`config.mk`:
```
export PLATFORM = sky130hd
export DESIGN_NAME = dsss_chip_spreader
export DESIGN_NICKNAME = d
export VERILOG_FILES = /design/src/rtl/dsss_spread_pkg.sv /design/src/rtl/dsss_code_table.sv /design/src/rtl/dsss_byte_hold.sv /design/src/rtl/dsss_chip_spreader.sv
export SDC_FILE = /design/constraint.sdc
export NUM_CORES = 1
export LEC_CHECK = 0
export BUFFER_PORTS_ARGS = -buffer_cell sky130_fd_sc_hd__clkbuf_2
export CAP_MARGIN = 40
export CORE_MARGIN = 2
export CORE_UTILIZATION = 55
export CTS_BUF_LIST = sky130_fd_sc_hd__clkbuf_8 sky130_fd_sc_hd__clkbuf_16
export CTS_CLUSTER_DIAMETER = 120
export CTS_CLUSTER_SIZE = 28
export DETAILED_ROUTE_END_ITERATION = 6
export HOLD_SLACK_MARGIN = 0.08
export PLACE_DENSITY = 0.8
export SKIP_CTS_REPAIR_TIMING = 1
export SYNTH_ARGS = -nofsm -noshare
export SYNTH_HDL_FRONTEND = slang
export SYNTH_SLANG_ARGS = --single-unit
```
`constraint.sdc`:
```
create_clock -name clk -period 2 [get_ports clk]
set_input_delay 0.2 -clock clk [delete_from_list [all_inputs] [get_ports clk]]
set_output_delay 0.2 -clock clk [all_outputs]
set_load 0.05 [all_outputs]
```
`src/rtl/dsss_spread_pkg.sv`:
```
package dsss_spread_pkg;

    localparam int CHIP_COUNT = 32;
    localparam int SYM_W      = 4;
    localparam int SYM_COUNT  = 1 << SYM_W;
    localparam int BYTE_W     = 2 * SYM_W;
    localparam int CNT_W      = $clog2(CHIP_COUNT);
    localparam int SHIFT_STEP = 4;
    localparam int HALF_SYMS  = SYM_COUNT / 2;

    typedef struct packed {
        logic                   active;
        logic                   upper;
        logic [CNT_W-1:0]       idx;
        logic [CHIP_COUNT-1:0]  shreg;
        logic [SYM_W-1:0]       hi_sym;
        logic                   underrun;
    } seq_state_t;

    typedef struct packed {
        logic              full;
        logic [BYTE_W-1:0] data;
    } hold_state_t;

    // Code of symbol sym, derived from the symbol-0 code (bit i = chip i):
    // rotate by SHIFT_STEP chips per step, invert odd chips in the upper half.
    function automatic logic [CHIP_COUNT-1:0] spread_code(
        input logic [CHIP_COUNT-1:0] base,
        input int unsigned           sym
    );
        logic [CHIP_COUNT-1:0] code;
        int unsigned           rot;
        logic                  inv;
        rot = SHIFT_STEP * (sym % HALF_SYMS);
        inv = (sym >= HALF_SYMS);
        for (int unsigned i = 0; i < CHIP_COUNT; i++) begin
            code[i] = base[CNT_W'((i + CHIP_COUNT - rot) % CHIP_COUNT)]
                      ^ (inv && (i % 2 == 1));
        end
        return code;
    endfunction

endpackage

```
`src/rtl/dsss_code_table.sv`:
```
module dsss_code_table
    import dsss_spread_pkg::*;
#(
    parameter logic [CHIP_COUNT-1:0] BASE_CODE = 32'h744A_C39B
) (
    input  logic [SYM_W-1:0]      sym,
    output logic [CHIP_COUNT-1:0] code
);

    logic [CHIP_COUNT-1:0] codes [SYM_COUNT];

    for (genvar g = 0; g < SYM_COUNT; g++) begin : g_code
        assign codes[g] = spread_code(BASE_CODE, g);
    end

    assign code = codes[sym];

endmodule

```
`src/rtl/dsss_byte_hold.sv`:
```
module dsss_byte_hold
    import dsss_spread_pkg::*;
(
    input  logic              clk,
    input  logic              rst_n,
    input  logic [BYTE_W-1:0] in_data,
    input  logic              in_valid,
    output logic              in_ready,
    input  logic              allow,
    input  logic              pop,
    output logic              out_valid,
    output logic [BYTE_W-1:0] out_data
);

    hold_state_t hold_d, hold_q;
    logic        push;

    always_comb begin
        hold_d   = hold_q;
        in_ready = !hold_q.full && allow;
        push     = in_valid && in_ready;
        if (push) begin
            hold_d.full = 1'b1;
            hold_d.data = in_data;
        end else if (pop) begin
            hold_d.full = 1'b0;
        end
    end

    always_ff @(posedge clk) begin
        if (!rst_n) hold_q <= '0;
        else        hold_q <= hold_d;
    end

    assign out_valid = hold_q.full;
    assign out_data  = hold_q.data;

endmodule

```
`src/rtl/dsss_chip_spreader.sv`:
```
module dsss_chip_spreader
    import dsss_spread_pkg::*;
#(
    parameter logic [CHIP_COUNT-1:0] BASE_CODE = 32'h744A_C39B
) (
    input  logic              clk,
    input  logic              rst_n,
    input  logic [BYTE_W-1:0] byte_data,
    input  logic              byte_valid,
    output logic              byte_ready,
    input  logic              chip_en,
    output logic              chip_out,
    output logic              sym_start,
    output logic              underrun
);

    localparam logic [CNT_W-1:0] LAST_IDX = CNT_W'(CHIP_COUNT - 1);

    seq_state_t            st_d, st_q;
    logic                  pop;
    logic                  allow;
    logic                  held_valid;
    logic [BYTE_W-1:0]     held_data;
    logic [SYM_W-1:0]      lookup_sym;
    logic [CHIP_COUNT-1:0] lookup_code;
    logic                  last_chip;

    // A new byte may be requested once its predecessor's upper symbol runs.
    assign allow = !st_q.active || st_q.upper;

    dsss_byte_hold u_hold (
        .clk       (clk),
        .rst_n     (rst_n),
        .in_data   (byte_data),
        .in_valid  (byte_valid),
        .in_ready  (byte_ready),
        .allow     (allow),
        .pop       (pop),
        .out_valid (held_valid),
        .out_data  (held_data)
    );

    // Next symbol to load: upper nibble of the running byte, else a new byte.
    assign lookup_sym = (st_q.active && !st_q.upper) ? st_q.hi_sym
                                                     : held_data[SYM_W-1:0];

    dsss_code_table #(
        .BASE_CODE (BASE_CODE)
    ) u_table (
        .sym  (lookup_sym),
        .code (lookup_code)
    );

    assign last_chip = (st_q.idx == LAST_IDX);

    always_comb begin
        st_d = st_q;
        pop  = 1'b0;
        if (chip_en) begin
            if (st_q.active && !last_chip) begin
                st_d.idx   = st_q.idx + CNT_W'(1);
                st_d.shreg = st_q.shreg >> 1;
            end else if (st_q.active && !st_q.upper) begin
                st_d.upper = 1'b1;
                st_d.idx   = '0;
                st_d.shreg = lookup_code;
            end else if (held_valid) begin
                pop           = 1'b1;
                st_d.active   = 1'b1;
                st_d.upper    = 1'b0;
                st_d.idx      = '0;
                st_d.shreg    = lookup_code;
                st_d.hi_sym   = held_data[BYTE_W-1:SYM_W];
                st_d.underrun = 1'b0;
            end else if (st_q.active) begin
                st_d.active   = 1'b0;
                st_d.upper    = 1'b0;
                st_d.idx      = '0;
                st_d.shreg    = '0;
                st_d.underrun = 1'b1;
            end
        end
    end

    always_ff @(posedge clk) begin
        if (!rst_n) st_q <= '0;
        else        st_q <= st_d;
    end

    assign chip_out  = st_q.active & st_q.shreg[0];
    assign sym_start = st_q.active && (st_q.idx == '0);
    assign underrun  = st_q.underrun;

endmodule

```
# Word-level counts from Yosys, hierarchy flattened
# Memory sizes are Yosys's and may differ from the RTL's.
# Cells that the tools add are included.
[word_totals]
ff_bits = 53
rom_bits = 512
in_bits = 12
output_inout_bits = 4
memories = 1
[classes]
addsub = 1
magnitude_cmp = 1
eq_ne = 1
mux = 15
bitwise_logic = 4
reduce_logical = 20
[memory_table]
columns = ["name", "words", "word_bits", "read_ports", "rd_ports_with_merged_regs", "wr", "line_no", "rtl"]
rows = [
  ["(name not given)", 16, 32, 1, 0, 0, "dsss_code_table.sv:16", "assign code = codes[sym];"],
]
[ops]
columns = ["operator", "count"]
rows = [
  ["2-to-1 mux 38 bit", 2],
  ["2-to-1 mux 32 bit", 2],
  ["2-to-1 mux 39 bit", 1],
  ["2-to-1 mux 37 bit", 1],
  ["2-to-1 mux 1 bit", 8],
  ["AND reduction 4 bit", 2],
  ["AND reduction 3 bit", 2],
  ["adder 5 x 1 -> 5 bit, second input constant", 1],
  ["equality test 5 bit, second input constant", 1],
  [">= comparator 5 bit, second input constant", 1],
  ["logical AND 1 bit", 5],
  ["zero test 5 bit", 1],
  ["inverter 4 -> 5 bit", 1],
  ["zero test 1 bit", 4],
  ["2-to-1 mux 4 bit", 1],
  ["nonzero test 2 bit", 2],
  ["nonzero test 4 bit", 1],
  ["nonzero test 3 bit", 1],
  ["inverter 1 bit", 2],
  ["AND reduction 2 bit", 1],
  ["bitwise AND 1 bit", 1],
  ["logical OR 1 bit", 1],
]

# Depth between registers and ports, before layout
# Gate-level depths: netlist of the first run.
[logic_depth]
depth_word = 10
mapped_depth = 12
ltp_nobuf = 9

# By module
# A second synthesis of the first run with hierarchy kept.
[hier_totals]
hier_cells = 383
area_unflattened_um2 = 3133.0
[by_module_without_submodules]
columns = ["mod", "n_inst", "cells_each", "area_each_um2", "seq_area_each_um2"]
rows = [
  ["dsss_chip_spreader", 1, 263, 2204.6, 880.8],
  ["dsss_code_table", 1, 80, 554.3, 0.0],
  ["dsss_byte_hold", 1, 40, 374.1, 180.2],
]

# Worst setup path after synthesis of the first run
# No wires, ideal clock.
[synth_path]
path_type = "register to output"
startpoint = "register st_q[43] in the netlist's numbering"
endpoint = "output port sym_start"
t_arrival_ns = 2.195
required_time_ns = 1.800
path_slack_ns = -0.395
path_stages_with_launch = 5
n_path_buf = 2
path_cell_list = "dfxtp_1 buf_2 clkbuf_1 nand2_1 nor4_1"
[synth_between]
elab_chain_len = 1
[synth_rtl]
columns = ["item", "line_no", "rtl"]
rows = [
  ["from (decl)", "dsss_chip_spreader.sv:19", "seq_state_t st_d, st_q;"],
  ["from (signal assigned)", "dsss_chip_spreader.sv:87", "else st_q <= st_d;"],
  ["logical AND 1 bit", "dsss_chip_spreader.sv:91", "assign sym_start = st_q.active && (st_q.idx == '0);"],
  ["to (decl)", "dsss_chip_spreader.sv:13", "output logic sym_start,"],
]
# Every way passes these cells.

# Worst setup path after layout of the first run
[layout_path]
startpoint = "register st_q[42] in the netlist's numbering"
endpoint = "register st_q[34] in the netlist's numbering"
[layout_between]
elab_chain_len = 10
word_cells_on_any_way = 12
classes_between = "mux (6); bitwise (1); reduce/logical (4); memory (1)"
[layout_rtl]
columns = ["item", "line_no", "rtl"]
rows = [
  ["zero test 1 bit *", "dsss_chip_spreader.sv:44, dsss_chip_spreader.sv:63", ""],
  ["logical AND 1 bit *", "dsss_chip_spreader.sv:44, dsss_chip_spreader.sv:63", ""],
  ["2-to-1 mux 4 bit", "dsss_chip_spreader.sv:44", "assign lookup_sym = (st_q.active && !st_q.upper) ? st_q.hi_sym"],
  ["inverter 4 -> 5 bit (implied by the code)", "dsss_code_table.sv:16", ""],
  ["memory read (16 x 32 bit)", "-", ""],
  ["2-to-1 mux 32 bit (implied by the code) (2 in series)", "dsss_code_table.sv:16", ""],
  ["2-to-1 mux 39 bit", "dsss_chip_spreader.sv:67", "end else if (held_valid) begin"],
  ["2-to-1 mux 38 bit", "dsss_chip_spreader.sv:63", "end else if (st_q.active && !st_q.upper) begin"],
  ["2-to-1 mux 37 bit", "dsss_chip_spreader.sv:60", "if (st_q.active && !last_chip) begin"],
]
# Every way passes the cells marked *; elsewhere a longest branch is shown, timed or not. The select of a mux whose other input is x is not followed.
# A chain may end at the register's enable or synchronous reset.

==> results.yml, run 1 <==
run_status:
  status: "complete, no violations"
die:
  fp.dieH_um: 77.3
  row_count: 26
  core-area_sq_mm: 0.00514
  die_w_um: 77.3
  io-pin-count: 16
  start_util: 0.575
  die_area_sq_mm: 0.00598
logic_synthesis:
  postSynthAreaPerCell_sq_um: 8.21
  yosys.area_share.xor_xnor: 0.00593
  seq_area_frac_synth: 0.359
  ys_seq_elements: 53
  ys_types: 52
  netlist_area_sq_mm: 0.00296
  syn_inst: 360
  synth_compound_area_frac: 0.259
  synth_top_family_by_area: "compound AO/OA/AOI/OAI gates"
  synth_warnings: 0
  synth_nets: 383
  synthMuxAreaShare: 0.112
  synthAdderAreaFrac: 0.0466
  yosys.area.top_type: "dfxtp_1"
  yosys-top-cells-count: "a21oi_1 (62), dfxtp_1 (53), o21ai_0 (35)"
  yosys.area_share.simple: 0.153
  synth_top_area_frac: 0.359
  yosysMostFrequentCell: "a21oi_1"
  async_reset_ff_frac: 0
  synth_ff_type: "dfxtp_1"
  synth_edf_count: 0
  synth_area_leaders: "dfxtp_1 (36%), a21oi_1 (10%), mux2i_1 (9.5%), o21ai_0 (5.9%), ha_1 (4.7%)"
sta:
  fin_tns_setup_ns: 0
  slew_headroom: 0.677
  finalHoldViolations: 0
  setup_viol: 0
  clock_skew_ns: 0.00396
  post-route-period-util: 0.958
  fmax_mhz: 522
  period_needed_ns: 1.92
  maxSlewViolCount: 0
  timing.final.ws_setup_ns: 0.0848
  tightest_slew_ns: 0.485
route:
  drt-total-wl_um: 7230
  drtIter0Drc: 244
  drtPass1Iterations: 5
  via_count: 2736
  via_per_inst: 6.09
  antenna_left: 0
  drc_errors: 0
  routedWlPerCell_um: 16.1
place:
  io_buffers: 15
  dp_slack_ns: -0.0451
  dp_cells: 437
  place.gp.congestion: 0.872
  place_hpwl_um: 4900
cts:
  cts.path.max_buffers: 2
  cts_buffers: 5
  htree_num_levels: 2
  cts_root_buf: "clkbuf_8"
  path_clk_slew_ns: 0.09
  cts_tree: "built"
  cts_sinks: 53
  clk_latency_ns: 0.31
layout:
  multi_input_area_sq_mm: 0.00181
  synthToLayoutAreaGrowth_pct: 15.2
  stdcell_count: 449
  finalNetCount: 401
  drive_above_1_share: 0.198
  seq_area_sq_mm: 0.00106
  diodes: 0
  fill_cells: 446
power_and_ir_drop:
  total_power_mw: 2.47
  power_leakage_nw: 1.35
  ir_drop_uv: 446
  cellPowerDensity_mw_per_mm2: 725
setup_path:
  path_max_fanout: 13
  reg2reg_from: "st_q[42]"
  startpoint_type: "register"
  r2r_cells: 6
  worstPathArrival_ns: 2.12
  critPathRequiredTime_ns: 2.20
  cp-endpoint: "st_q[34]"
  end_kind: "register"
  regToRegEndpoint: "st_q[34]"
  rrSetupSlack_ns: 0.08
  startpoint: "st_q[42]"
  worstSetupPathType: "register to register"
grt:
  grt_pass1_wl_um: 11500
  antenna_found_initial: 0
  grtUsageTotal: 0.237
  grt_max_degree: 37
  grt-ovfl-total: 0
  grt_pass1_vias: 2380
run:
  drv_cap: 0
hold_path:
  holdCritPathClass: "primary input to register"
==> cells in the final DEF (no fill, tap or decap), types with 7 or more instances in the layout <==
cell      instances
a21oi_1          62
dfxtp_1          53
o21ai_0          33
nor2_1           29
mux2i_1          26
buf_4            22
nand2_1          20
clkbuf_2         15
inv_1            10
a31oi_1           8
ha_1              8
nand3_1           7
==> where the power goes <==
| group | leakage, nW | switching (mW) | internal [mW] |
|---|---|---|---|
| combinational | 0.866 | 0.379 | 0.267 |
| sequential | 0.433 | 0.0513 | 1.13 |
| clock | 0.0512 | 0.359 | 0.281 |
| total | 1.35 | 0.789 | 1.68 |
==> how the worst min path moves through the flow <==
stage | startpoint | cells after the start | endpoint | slack, ns
2_1_floorplan | byte_data[4] | 2 | u_hold.out_data[4] | 0.35
3_3_place_gp | byte_data[1] | 3 | u_hold.out_data[1] | 0.43
3_5_place_dp | byte_data[1] | 3 | u_hold.out_data[1] | 0.45
4_1_cts | byte_data[1] | 3 | u_hold.out_data[1] | 0.13
5_1_grt | byte_data[7] | 3 | u_hold.out_data[7] | 0.13
6_report | byte_data[2] | 3 | u_hold.out_data[2] | 0.13
==> cells by family (layout without fill, tap and decap cells) <==
kind of cell	count (synthesis)	count (layout)
AOI/OAI and AO/OA	134	134
xor gates and xnor gates	2	2
adders and majority gates	11	11
and+or+nand+nor	87	88
buffers and inverters	42	60
DFF	53	53
muxes	31	31
==> per-layer routing <==
metal  global-route usage  wire length, um
met5               0.0182                0
met2                0.356             3330
met1                0.334             3310
met3               0.0518              428
met4               0.0839              158
==> area by class of cell <==
class | instances | share of cell area
Clock buffer | 6 | 0.0243
Multi-Input combinational cell | 266 | 0.533
Sequential cell | 53 | 0.312
Tap cell | 70 | 0.0257
Inverter | 12 | 0.0132
Timing Repair Buffer | 40 | 0.0882
Clock inverter | 2 | 0.00404
==> state kept, by name, indices dropped and copies added (netlist names) <==
signal	flops
st_q	43
u_hold.out_data	8
u_hold.out_valid	1
underrun	1
==> metrics by stage <==
stage / utilization / area (sq um) / hold WS (ns)
2_1_floorplan: - / 3000 / 0.347
3_3_place_gp: 0.625 / 3210 / 0.434
3_5_place_dp: 0.625 / 3210 / 0.448
4_1_cts: 0.644 / 3310 / 0.126
5_1_grt: 0.662 / 3400 / 0.134
6_report: 0.662 / 3400 / 0.126
==> critical path, stage by stage (launching register included) <==
cell and delay, ns:
dfxtp_1 0.35, buf_4 0.18, nand2b_2 0.30, a31oi_1 0.39, a21boi_1 0.24, mux2i_1 0.25
a21oi_1 0.08
Note: power is estimated with default switching activity, not from simulation.
==> run 2: changes to the inputs <==
Settings changed: PLACE_DENSITY 0.8 to 0.76, TNS_END_PERCENT from default to 30.
==> run 2 against run 1 <==
First-iteration DRC count increased by 39%; combinational power increased by 3.7%; critical path depth increased by 3; final area is 0.99% higher; count of clock-buffer cells in the layout fell by 1; maximum frequency down 0.11%; cell count up 1.8%; global-route usage is 0.86 points higher; worst setup slack worse by 0.0020 ns; largest power group unchanged.
==> results.yml, run 2 (synthesis gave the netlist of run 1 again) <==
run_status:
  status: "complete, no violations"
layout:
  drive_above_1_share: 0.214
  diodes: 0
  stdcell_count: 457
  fin_util: 0.669
  synthToLayoutAreaGrowth_pct: 16.3
  largest_reg_flops: 43
  top_register: "st_q"
  layout.cells.most_common_list: "a21oi_1 (61), dfxtp_1 (53), o21ai_0 (33), buf_4 (32), nor2_1 (29)"
  finalNetCount: 409
  fin_area_sq_mm: 0.00344
  layout_commonest_cell: "a21oi_1"
cts:
  cts_tree: "built"
  cts_sinks: 53
  htree_num_levels: 2
  clk_latency_ns: 0.32
  cts_root_buf: "clkbuf_8"
  cts_buffers: 5
  path_clk_slew_ns: 0.09
  cts.path.max_buffers: 2
grt:
  grt_max_degree: 37
  grtUsageTotal: 0.246
  grt_pass1_vias: 2435
  grt-ovfl-total: 0
  antenna_found_initial: 0
  grt_pass1_wl_um: 11900
hold_path:
  holdCritPathClass: "primary input to register"
  hold_depth: 3
route:
  via_count: 2793
  antenna_left: 0
  drtPass1Iterations: 5
  via_per_inst: 6.11
  drtIter0Drc: 339
  drt-total-wl_um: 7440
  routedWlPerCell_um: 16.3
  drc_errors: 0
die:
  start_util: 0.575
  io-pin-count: 16
  core-area_sq_mm: 0.00514
  die_area_sq_mm: 0.00598
  row_count: 26
  die_w_um: 77.3
  fp.dieH_um: 77.3
sta:
  slew_headroom: 0.706
  setup_viol: 0
  maxSlewViolCount: 0
  fmax_mhz: 522
  post-route-period-util: 0.959
  timing.final.ws_setup_ns: 0.0828
  clock_skew_ns: 0.0108
  fin_tns_setup_ns: 0
  tightest_slew_ns: 0.438
  period_needed_ns: 1.92
  holdWs_ns: 0.124
  finalHoldViolations: 0
power_and_ir_drop:
  ir_drop_uv: 459
  total_power_mw: 2.45
  power_leakage_nw: 1.39
  cellPowerDensity_mw_per_mm2: 712
run:
  drv_cap: 0
setup_path:
  worstPathArrival_ns: 2.12
  startpoint_type: "register"
  end_kind: "register"
  path_max_fanout: 8
  cp_slowest_stage_delay_ns: 0.34
  critPathRequiredTime_ns: 2.20
  crit_top_cell: "buf_4"
  r2r_cells: 9
  critPathSlowestCell: "dfxtp_1"
  worstSetupPathType: "register to register"
  crit_chain: "nor2b_2, buf_4, nor2_1, a21o_1, buf_4, ha_4, o21ai_2, mux2i_1, a21oi_1"
place:
  place_area_sq_mm: 0.00324
  dp_slack_ns: -0.0605
  place_hpwl_um: 5050
  place.gp.congestion: 0.950
  dp_cells: 446
  io_buffers: 15
## run 2: cell count changes in the layout (fill, tap and decap cells not counted), sizes merged
cell,before,now
buf,25,33
clkinv,3,1
clkinvlp,0,2
inv,11,12
nor2,33,32
## run 2: per-layer routing
| metal | track usage | wire length, um | vias up |
|---|---|---|---|
| met4 | 0.0536 | 74 | 0 |
| li1 | - | - | 1343 |
| met2 | 0.393 | 3420 | 133 |
| met5 | 0 | 0 | - |
| met3 | 0.0424 | 555 | 8 |
| met1 | 0.348 | 3390 | 1309 |
## run 2: layout make-up
| cell class | count | area, sq um |
|---|---|---|
| Inverter | 12 | 45.0 |
| Sequential cell | 53 | 1060 |
| Tap cell | 70 | 87.6 |
| Clock buffer | 5 | 68.8 |
| Clock inverter | 3 | 18.8 |
| Fill cell | 430 | 1700 |
| Multi-Input combinational cell | 265 | 1800 |
| Timing Repair Buffer | 49 | 360 |
## run 2: path summary, 6_finish.rpt
| kind | startpoint | end | slack, ns |
|---|---|---|---|
| worst max-delay path | st_q[43] | st_q[32] | 0.08 |
| worst min-delay path | byte_data[4] | u_hold.out_data[4] | 0.12 |
| worst max register to register | st_q[43] | st_q[32] | 0.08 |
| worst min register to register | underrun | underrun | 0.49 |
## run 2: where the power goes
group	total [mW]	leakage, nW	switching [mW]	internal (mW)
clock network	0.604	0.0416	0.362	0.242
logic	0.670	0.916	0.394	0.276
registers	1.17	0.433	0.0451	1.13
total	2.45	1.39	0.801	1.65
## run 2: critical path, delay by kind of cell (launching register included)
kind / cells / cell delay, ns
AO/OA/AOI/OAI: 3 / 0.47
flip-flops: 1 / 0.34
buffers and inverters: 2 / 0.32
adder cells (fa/ha/maj): 1 / 0.26
multiplexers: 1 / 0.22
AND/OR/NAND/NOR: 2 / 0.21
